## config.mk

```make
export PLATFORM = sky130hd
export DESIGN_NAME = sreg_guard
export DESIGN_NICKNAME = d
export VERILOG_FILES = /design/src/rtl/sreg_pkg.sv /design/src/rtl/sreg_lock_eval.sv /design/src/rtl/sreg_wr_timer.sv /design/src/rtl/sreg_guard.sv
export SDC_FILE = /design/constraint.sdc
export NUM_CORES = 1
export LEC_CHECK = 0
export BUFFER_PORTS_ARGS = -buffer_cell sky130_fd_sc_hd__buf_2
export CORE_MARGIN = 5
export CORE_UTILIZATION = 41
export DETAILED_ROUTE_END_ITERATION = 12
export HOLD_SLACK_MARGIN = 0.02
export PLACE_DENSITY_LB_ADDON = 0.2
export SLEW_MARGIN = 10
export SYNTH_ARGS = -nofsm -noshare
export SYNTH_HDL_FRONTEND = slang
export SYNTH_SLANG_ARGS = --single-unit
```

## constraint.sdc

```tcl
create_clock -name clk -period 2.3 [get_ports clk]
set_input_delay 0.115 -clock clk [delete_from_list [all_inputs] [get_ports clk]]
set_output_delay 0.115 -clock clk [all_outputs]
set_load 0.01 [all_outputs]
```

## src/rtl/sreg_pkg.sv

```systemverilog
package sreg_pkg;
    typedef enum logic [2:0] {
        OP_IDLE    = 3'd0,
        OP_READ_S1 = 3'd1,
        OP_READ_S2 = 3'd2,
        OP_WEN     = 3'd3,
        OP_WEN_VOL = 3'd4,
        OP_WRITE_S = 3'd5
    } op_e;

    localparam logic [7:0] S1_WMASK = 8'hFC;
    localparam logic [7:0] S2_WMASK = 8'h7B;

    typedef struct packed {
        logic [7:0] act1;
        logic [7:0] act2;
        logic [7:0] nv1;
        logic [7:0] nv2;
        logic       wel;
        logic       vol;
        logic       rd_valid;
        logic [7:0] rd_data;
    } state_t;
endpackage

```

## src/rtl/sreg_lock_eval.sv

```systemverilog
module sreg_lock_eval #(
    parameter int BP_WIDTH = 3
) (
    input  logic clk,
    input  logic rst_n,
    input  logic lock0,
    input  logic lock1,
    input  logic nv_lock0,
    input  logic nv_lock1,
    input  logic wel,
    input  logic wp_pin,
    input  logic busy,
    output logic permit,
    output logic keep_lock
);
    always_comb begin
        permit    = !busy && wel && !lock1 && (!lock0 || wp_pin);
        keep_lock = (BP_WIDTH == 3) && nv_lock0 && nv_lock1;
    end


    lock1_block_chk: assert property (@(posedge clk) disable iff (!rst_n)
        lock1 |-> !permit);


    pin_gate_chk: assert property (@(posedge clk) disable iff (!rst_n)
        (lock0 && !wp_pin) |-> !permit);
endmodule

```

## src/rtl/sreg_wr_timer.sv

```systemverilog
module sreg_wr_timer #(
    parameter int WRITE_TIME = 20
) (
    input  logic clk,
    input  logic rst_n,
    input  logic start,
    input  logic clear,
    output logic busy
);
    localparam int CNT_W = $clog2(WRITE_TIME + 1);

    logic [CNT_W-1:0] cnt_d, cnt_q;

    always_comb begin
        cnt_d = cnt_q;
        if (clear)
            cnt_d = '0;
        else if (start)
            cnt_d = CNT_W'(WRITE_TIME);
        else if (cnt_q != '0)
            cnt_d = cnt_q - 1'b1;
    end

    always_ff @(posedge clk or negedge rst_n) begin
        if (!rst_n) cnt_q <= '0;
        else        cnt_q <= cnt_d;
    end

    assign busy = (cnt_q != '0);


    cnt_range_chk: assert property (@(posedge clk) disable iff (!rst_n)
        cnt_q <= CNT_W'(WRITE_TIME));


    start_idle_chk: assert property (@(posedge clk) disable iff (!rst_n)
        (start && !clear) |=> busy);
endmodule

```

## src/rtl/sreg_guard.sv

```systemverilog
module sreg_guard
    import sreg_pkg::*;
#(
    parameter int BP_WIDTH   = 3,
    parameter int WRITE_TIME = 20
) (
    input  logic        clk,
    input  logic        rst_n,
    input  logic [2:0]  cmd_op,
    input  logic [15:0] cmd_wdata,
    input  logic        wp_pin,
    input  logic        pwr_event,
    output logic        rd_valid,
    output logic [7:0]  rd_data,
    output logic        busy
);
    state_t st_d, st_q;
    op_e    op;
    logic   permit, keep_lock;
    logic   tmr_start, tmr_clear;
    logic [7:0] view1, view2;

    assign op    = op_e'(cmd_op);
    assign view1 = {st_q.act1[7:2], st_q.wel, busy};
    assign view2 = st_q.act2 & S2_WMASK;

    sreg_lock_eval #(.BP_WIDTH(BP_WIDTH)) u_lock (
        .clk      (clk),
        .rst_n    (rst_n),
        .lock0    (st_q.act1[7]),
        .lock1    (st_q.act2[0]),
        .nv_lock0 (st_q.nv1[7]),
        .nv_lock1 (st_q.nv2[0]),
        .wel      (st_q.wel),
        .wp_pin   (wp_pin),
        .busy     (busy),
        .permit   (permit),
        .keep_lock(keep_lock)
    );

    sreg_wr_timer #(.WRITE_TIME(WRITE_TIME)) u_tmr (
        .clk  (clk),
        .rst_n(rst_n),
        .start(tmr_start),
        .clear(tmr_clear),
        .busy (busy)
    );

    always_comb begin
        st_d          = st_q;
        st_d.rd_valid = 1'b0;
        tmr_start     = 1'b0;
        tmr_clear     = 1'b0;
        if (pwr_event) begin
            st_d.act1 = st_q.nv1;
            st_d.act2 = st_q.nv2;
            if (!keep_lock) begin
                st_d.act2[0] = 1'b0;
                st_d.nv2[0]  = 1'b0;
            end
            st_d.wel  = 1'b0;
            st_d.vol  = 1'b0;
            tmr_clear = 1'b1;
        end else begin
            case (op)
                OP_READ_S1: begin
                    st_d.rd_valid = 1'b1;
                    st_d.rd_data  = view1;
                end
                OP_READ_S2: begin
                    st_d.rd_valid = 1'b1;
                    st_d.rd_data  = view2;
                end
                OP_WEN: if (!busy) begin
                    st_d.wel = 1'b1;
                    st_d.vol = 1'b0;
                end
                OP_WEN_VOL: if (!busy) begin
                    st_d.wel = 1'b1;
                    st_d.vol = 1'b1;
                end
                OP_WRITE_S: if (permit) begin
                    st_d.act1 = (st_q.act1 & ~S1_WMASK) | (cmd_wdata[7:0] & S1_WMASK);
                    st_d.act2 = (st_q.act2 & ~S2_WMASK) | (cmd_wdata[15:8] & S2_WMASK);
                    if (!st_q.vol) begin
                        st_d.nv1  = st_d.act1;
                        st_d.nv2  = st_d.act2;
                        tmr_start = 1'b1;
                    end
                    st_d.wel = 1'b0;
                    st_d.vol = 1'b0;
                end
                default: ;
            endcase
        end
    end

    always_ff @(posedge clk or negedge rst_n) begin
        if (!rst_n) st_q <= '0;
        else        st_q <= st_d;
    end

    assign rd_valid = st_q.rd_valid;
    assign rd_data  = st_q.rd_data;


    reject_hold_chk: assert property (@(posedge clk) disable iff (!rst_n)
        (op == OP_WRITE_S && !st_q.wel && !pwr_event)
        |=> ($stable(st_q.act1) && $stable(st_q.act2) && !st_q.wel));


    wel_clear_chk: assert property (@(posedge clk) disable iff (!rst_n)
        (op == OP_WRITE_S && permit && !pwr_event) |=> !st_q.wel);


    pwr_clear_chk: assert property (@(posedge clk) disable iff (!rst_n)
        pwr_event |=> (!st_q.wel && !busy));


    busy_ignore_chk: assert property (@(posedge clk) disable iff (!rst_n)
        (busy && !pwr_event && op != OP_READ_S1 && op != OP_READ_S2)
        |=> ($stable(st_q.wel) && $stable(st_q.act1) && $stable(st_q.act2)));


    rd_pulse_chk: assert property (@(posedge clk) disable iff (!rst_n)
        (pwr_event || (op != OP_READ_S1 && op != OP_READ_S2)) |=> !rd_valid);
endmodule

```

Yosys cells after proc, flatten, opt, wreduce, memory -nomap -nowiden:

Cells that the tools add are included.

* $add $sub $neg: 1
* eq/ne operators: 9
* mux-type cells: 19
* bitwise logic cells: 4
* reduce and logical (&&, ||, !) cells: 19

Operators with widths (number)
* 2-to-1 mux 34 bit: 1
* 2-to-1 mux 16 bit: 2
* 2-to-1 mux 32 bit: 1
* case mux 9 bit (2 select lines): 1
* 2-to-1 mux 5 bit: 3
* 2-to-1 mux 9 bit: 1
* inequality test 3 bit (second input constant): 3
* bitwise OR 2 x 8 -> 8 bit: 1
* bitwise OR 8 x 7 -> 8 bit: 1
* AND reduction 4 bit: 2
* equality test 3 x 2 -> 1 bit (second input constant): 2
* equality test 3 bit (second input constant): 2
* 2-to-1 mux 1 bit: 6
* case mux 2 bit (3 select lines): 1
* nonzero test 2 bit: 3
* nonzero test 5 bit: 1
* subtractor 5 x 1 -> 5 bit (second input constant): 1
* logical AND 1 bit: 4
* 2-to-1 mux 2 bit: 2
* AND reduction 2 bit: 2
* nonzero test 4 bit: 1
* equality test 3 x 1 -> 1 bit (second input constant): 1
* logical NOT 1 bit: 3
* 2-to-1 mux 3 bit: 1
* other kinds (5): 6

* flip-flop bits (word level): 48
* bits of input ports: 23
* output and inout port bits: 10
* word-level logic and storage cells: 62

Depth between registers and ports, before layout:

Gate-level depths: netlist of run 1.

* depth in word-level cells: 10
* gate-level depth with buffers: 8

Modules after synthesis:

A second synthesis of run 1 with hierarchy kept.

* cell total of the unflattened synthesis: 165
* area, all modules: 1938.1 um2

By module, submodules not included
* sreg_guard: times used 1, cells an instance 138, area an instance 1651.6 um2, seq. area each 875.8 um2
* sreg_wr_timer: times used 1, cells an instance 24, area an instance 251.5 um2, seq. area each 125.1 um2
* sreg_lock_eval: times used 1, cells an instance 3, area an instance 35.0 um2, seq. area each 0.0 um2

Worst setup path before layout of run 1:

OpenSTA, ideal clock, no wires.

* path type: flip-flop to flip-flop
* from: register u_tmr.cnt_q[0]
* to: register st_q[12] (netlist name)
* setup time: 0.125 ns
* data arrival time: 1.665 ns
* setup slack: 0.510 ns
* stages on the path, launching flop included: 9
* buffers on the path: 1
* cells stage by stage: dfrtp_1 -> inv_1 -> ha_1 -> nor4b_4 -> inv_2 -> nor2_4 -> nand4_4 -> buf_6 -> mux2_4

* word-level cells in the longest chain between the ends: 6

Ends and longest elaborated chain
* from (decl): line sreg_wr_timer.sv:12 `logic [CNT_W-1:0] cnt_d, cnt_q;`
* from (signal assigned): line sreg_wr_timer.sv:26 `else cnt_q <= cnt_d;`
* nonzero test 5 bit: line sreg_wr_timer.sv:29 `assign busy = (cnt_q != '0);`
* net busy: line sreg_guard.sv:15 `output logic busy`
* logical NOT 1 bit
* logical AND 1 bit (3 in a row): line sreg_lock_eval.sv:17 `permit = !busy && wel && !lock1 && (!lock0 || wp_pin);`
* AND reduction 4 bit (no line)
* to (signal assigned): line sreg_guard.sv:100 `else st_q <= st_d;`
* to (decl): line sreg_guard.sv:17 `state_t st_d, st_q;`

The timed path passes the listed nets, and every way through them passes these cells.
A chain may end at the register's enable or synchronous reset.

Worst setup path in the final report of run 1:

* from: register u_tmr.cnt_q[0]
* to: register st_q[12] (netlist name)

* word-level cells in the longest chain between the ends: 6

Ends and longest elaborated chain (line)
* nonzero test 5 bit: sreg_wr_timer.sv:29
* logical NOT 1 bit
* logical AND 1 bit (3 in a row): sreg_lock_eval.sv:17
* AND reduction 4 bit (no line)

No other way between the ends.

==> results of run 1 <==
[flip-flops by register name, indices dropped and copies added, names as in the netlist]
name	flops
rd_data	8
rd_valid	1
st_q	26
u_tmr.cnt_q	5
[logic make-up (layout without fill, tap and decap cells)]
group | count (synthesis) | in the layout | synth area share
AOI/OAI and AO/OA | 65 | 65 | 0.225
muxes | 11 | 11 | 0.0750
buffers and inverters | 28 | 53 | 0.0763
DFF | 40 | 40 | 0.500
and+or+nand+nor | 28 | 28 | 0.0976
adders and majority gates | 2 | 2 | 0.0125
xor gates and xnor gates | 3 | 3 | 0.0131
[cell type report]
type,instances,area [um2]
well taps,67,83.8
fillers,426,2460
multi-input cells,109,847
repair buffers,38,218
clock inverters,2,12.5
flip-flops and latches,40,1000
inverters,8,30.0
clock buffers,5,68.8
[metal layers]
metal / track usage / vias up
met5: 0 / -
met4: 0.0659 / 0
met3: 0.0418 / 8
met2: 0.250 / 64
met1: 0.185 / 740
li1: - / 703
[cells in the final DEF, fill, tap and decap left out, drive strengths merged, types with 3 or more instances in the layout]
| cell type | count |
|---|---|
| a22oi | 6 |
| dfrtp | 40 |
| a41oi | 7 |
| clkbuf | 5 |
| buf | 37 |
| a21oi | 4 |
| nand2 | 10 |
| o31ai | 3 |
| a2bb2oi | 11 |
| a31oi | 9 |
| nor3 | 3 |
| o21ai | 19 |
| mux2 | 11 |
| inv | 7 |
[metrics by stage]
stage               std cells  area [um2]
floorplan                 177        2000
global placement          261        2170
detailed placement        261        2170
CTS                       269        2260
global route              269        2260
finish                    269        2260
[power breakdown]
group	switching (mW)	internal [mW]	leakage (nW)
Sequential	0.110	0.848	0.522
Combinational	0.414	0.346	0.498
Clock	0.241	0.205	0.0400
[worst max-delay path, cell delays in order, from the launching register on]
cell and delay, ps:
dfrtp_1 410, inv_1 110, ha_1 150, nor4b_4 260, inv_2 120, nor2_4 130, nand4_4 310, mux2_4 400
[what timing repair did]
item,4_1_cts,5_1_grt
resized for setup,0,0
hold buffers,1,0
buffers inserted,0,0
endpoints found under the hold margin,40,0
[worst paths after layout]
check | from | end | slack, ps | depth (start not counted)
max in group asynchronous | rst_n | u_tmr.cnt_q[1] | 1250 | 2
min in group asynchronous | rst_n | u_tmr.cnt_q[0] | 480 | 2
setup reg to reg | u_tmr.cnt_q[0] | st_q[12] | 280 | 7
hold / removal | cmd_wdata[6] | st_q[25] | 70 | 2
hold reg to reg | rd_data[5] | rd_data[5] | 480 | 2
setup / recovery | u_tmr.cnt_q[0] | st_q[12] | 280 | 7
==> qor.txt, run 1 <==
Initial antenna violation count: 0
Actual slew at the worst max-slew pin: 888 ps
Max VDD drop: 0.000506 V
Synth top area share: 0.500
ANT cells: 0
Largest net degree at the start of global routing: 41
P_leak: 1.06 nW
Synthesis-to-layout area growth: 13.0%
First-pass GRT wire length: 7450 um
Fin crit period: 2020 ps
Number of global-route vias before repair: 1,542
Max_slew headroom: 0.408
P per Cell Area: 957 nW/um2
Total die area: 6380 um2
Post-layout util: 0.479
Port bufs: 28
Grt ovf: 0
Clk pin slew, worst setup/hold paths: 80 ps
Num Clock Sinks: 40
WP data required: 2470 ps
Number of buffers created by CTS: 5
Starting DRT DRC Count: 145
Met2 Wirelength: 2270 um
Wirelength per Cell: 17.1 um
Root Driver: clkbuf_8
Top FF cell, synth: dfrtp_1
Fin. max-slew vios: 0
CP max FO: 14
Sequential share of the synthesized area: 0.500
Num ports: 33
Tcrit/Tclk final: 0.877
Clk_skew: 5.75 ps
Unrepaired setup endpoints after global routing: no
Synth Register Bits: 40
Max Used Layer: met4
Mapped Area: 2000 um2
Number of flops mapped to enable cells by yosys: 0
Die Y: 79.9 um
HPWL Detailed: 3170 um
Status: completed
Min Hold Slack: 69.7 ps
Layout cells sized above 1: 0.307
Vias/cell: 5.63
Final Setup Violations: 0
Kind of critical path: flip-flop to flip-flop
Drt drc: 0
Synthesized net count: 202
Placer congestion estimate: 0.927
Met1 Wirelength: 1970 um
H-tree Lvls: 2
Ys Warns: 0
Max Clk Rate: 0.496 GHz
Metal3 WL: 299 um
TNS Setup: 0 ps
Mean Syn Cell Area: 11.3 um2
Top cells by area, synth: dfrtp_1 (50%), mux2_4 (5.3%), a2bb2oi_1 (4.8%)
CTS tree: built
Ys async rst share: 1.00
GRT Total Usage: 0.152
Power Total: 2.16 mW
Via count: 1,515
Clock latency on the worst-skew pair: 290 ps
# nets final: 227
Fin. Hold Viols: 0
Die span in x: 79.9 um
Worst EP arrival: 2190 ps
Setup WS pre-CTS: 287 ps
Gate Count Post-Synth: 177
Worst Hold Class: input port to flip-flop
Yosys top cell by area: dfrtp_1
Synth cell types: 41
Final worst setup slack: 283 ps
Count leader, synth: dfrtp_1
Clock Tree Buf Depth: 2
DR pass1 iterations: 5
Worst setup SP type: flip-flop
Initial Utilization: 0.424
Core Box Area: 4720 um2
Total wire length: 4600 um
CP Capture Type: flip-flop
Post-route ant nets: 0
Max-Cap Viols: 0
Commonest cells in the netlist: dfrtp_1 (40), o21ai_0 (18), a2bb2oi_1 (11)
# rows: 25
No activity file was read; power rests on OpenSTA's default activity.
==> run 2, diff against run 1 <==
--- a/config.mk
+++ b/config.mk
@@ -6,7 +6,6 @@
 export NUM_CORES = 1
 export LEC_CHECK = 0
 export BUFFER_PORTS_ARGS = -buffer_cell sky130_fd_sc_hd__buf_2
-export CORE_MARGIN = 5
 export CORE_UTILIZATION = 41
 export DETAILED_ROUTE_END_ITERATION = 12
 export HOLD_SLACK_MARGIN = 0.02
@@ -15,3 +14,4 @@
 export SYNTH_ARGS = -nofsm -noshare
 export SYNTH_HDL_FRONTEND = slang
 export SYNTH_SLANG_ARGS = --single-unit
+export TNS_END_PERCENT = 5
==> qor.txt, run 2 (same netlist as run 1, synthesis figures left out) <==
HPWL Detailed: 3060 um
Commonest non-fill, non-tap cell in the layout: dfrtp_1
Tcrit/Tclk final: 0.872
Via count: 1,478
Layout cells sized above 1: 0.307
ANT cells: 0
Most flops, register: st_q
Post-CTS sizing: 0
Post-CTS Hold Buffers: 1
Initial antenna violation count: 0
Port bufs: 28
Worst R2R Setup Slack: 290 ps
Fin. max-slew vios: 0
GRT Total Usage: 0.200
Worst flop-to-flop path startpoint: u_tmr.cnt_q[0]
Clk pin slew, worst setup/hold paths: 90 ps
Fin. Hold Viols: 0
Max reg flops: 26
WHS Endpoint: st_q[24]
Cell Area, Placed: 2160 um2
Die span in x: 71.9 um
Clock latency on the worst-skew pair: 300 ps
Fin crit period: 2010 ps
Unrepaired setup endpoints after global routing: no
Number of buffers created by CTS: 5
Vias/cell: 5.49
Final worst setup slack: 294 ps
Clk_skew: 11.1 ps
Placer congestion estimate: 0.839
Starting DRT DRC Count: 84
CP startpoint: u_tmr.cnt_q[0]
# rows: 25
Fillers: 443
Wirelength per Cell: 17.0 um
Max Clk Rate: 0.499 GHz
P_leak: 1.07 nW
Status: completed
Num ports: 33
Synthesis-to-layout area growth: 14.3%
WP data required: 2480 ps
DR pass1 iterations: 4
Worst Hold Class: input port to flip-flop
Commonest cells after routing, fill and taps aside: dfrtp_1 (40), buf_2 (28), o21ai_0 (18)
Worst EP arrival: 2180 ps
Largest net degree at the start of global routing: 41
Core Box Area: 4720 um2
Post-route ant nets: 0
TNS Setup: 0 ps
Num Clock Sinks: 40
Reg2reg end: st_q[25]
Total wire length: 4570 um
CTS tree: built
R2R cell count: 7
Final Setup Violations: 0
Actual slew at the worst max-slew pin: 896 ps
First-pass GRT wire length: 7710 um
Number of global-route vias before repair: 1,512
Worst setup SP type: flip-flop
Cell area after layout: 2290 um2
Max VDD drop: 0.000325 V
Initial Utilization: 0.424
Total die area: 5160 um2
P per Cell Area: 998 nW/um2
Clock Tree Buf Depth: 2
Die Y: 71.9 um
Kind of critical path: flip-flop to flip-flop
H-tree Lvls: 2
CP max FO: 14
Root Driver: clkbuf_8
Drt drc: 0
Setup WS pre-CTS: 325 ps
# nets final: 226
HP Start: cmd_wdata[5]
Number of setup buffers added after CTS: 0
Worst Hold Depth: 2
Max_slew headroom: 0.403
Max-Cap Viols: 0
CP Capture Type: flip-flop
Grt ovf: 0
==> run 2: cell types whose count changed in the layout (fill, tap and decap cells not counted), sizes merged <==
cell,before,now
inv,7,8
bufinv,0,1
clkinv,2,1
buf,37,36
==> run 2: area by class of cell <==
class | count | area, um2 | area share
tap | 67 | 83.8 | 0.0367
timing repair buffer | 37 | 210 | 0.0919
clock inverter | 3 | 46.3 | 0.0202
inverter | 8 | 30.0 | 0.0131
clock buffer | 5 | 68.8 | 0.0301
multi-input combinational | 109 | 847 | 0.370
sequential | 40 | 1000 | 0.438
==> run 2: metal layers <==
metal / part of all wire / track usage
met5: 0 / 0
met4: 0.0098 / 0.0675
met3: 0.047 / 0.0563
met2: 0.48 / 0.317
met1: 0.47 / 0.265
==> run 2: critical path, stage by stage (launching register included) <==
cell,delay [ps]
dfrtp_1,410
inv_1,110
ha_1,160
nor4b_4,230
inv_2,110
nor2_4,130
nand4_4,330
mux2_4,410
==> run 2: where the power goes <==
group          internal [mW]  leakage (nW)  switching [mW]
sequential             0.848         0.522           0.112
clock                  0.327        0.0548           0.260
combinational          0.327         0.493           0.408
total                   1.50          1.07           0.780
==> run 2: worst max path at each step <==
stage | to | slack (ps) | cells after the start
after floorplan | st_q[12] | 510 | 8
after global placement | st_q[14] | 380 | 7
after detailed placement | st_q[25] | 330 | 7
after CTS | st_q[25] | 290 | 7
after global routing | st_q[25] | 170 | 7
final | st_q[25] | 290 | 7
==> run 2: per-stage QoR <==
step / utilization / power [mW] / hold WS [ps] / std cells
CTS: 0.484 / 2.29 / 53.1 / 269
floorplan: - / 1.51 / -181 / 177
detailed placement: 0.458 / 1.70 / 291 / 260
global placement: 0.458 / 1.66 / 273 / 260
finish: 0.484 / 2.28 / 56.6 / 269
global route: 0.484 / 2.43 / 57.9 / 269
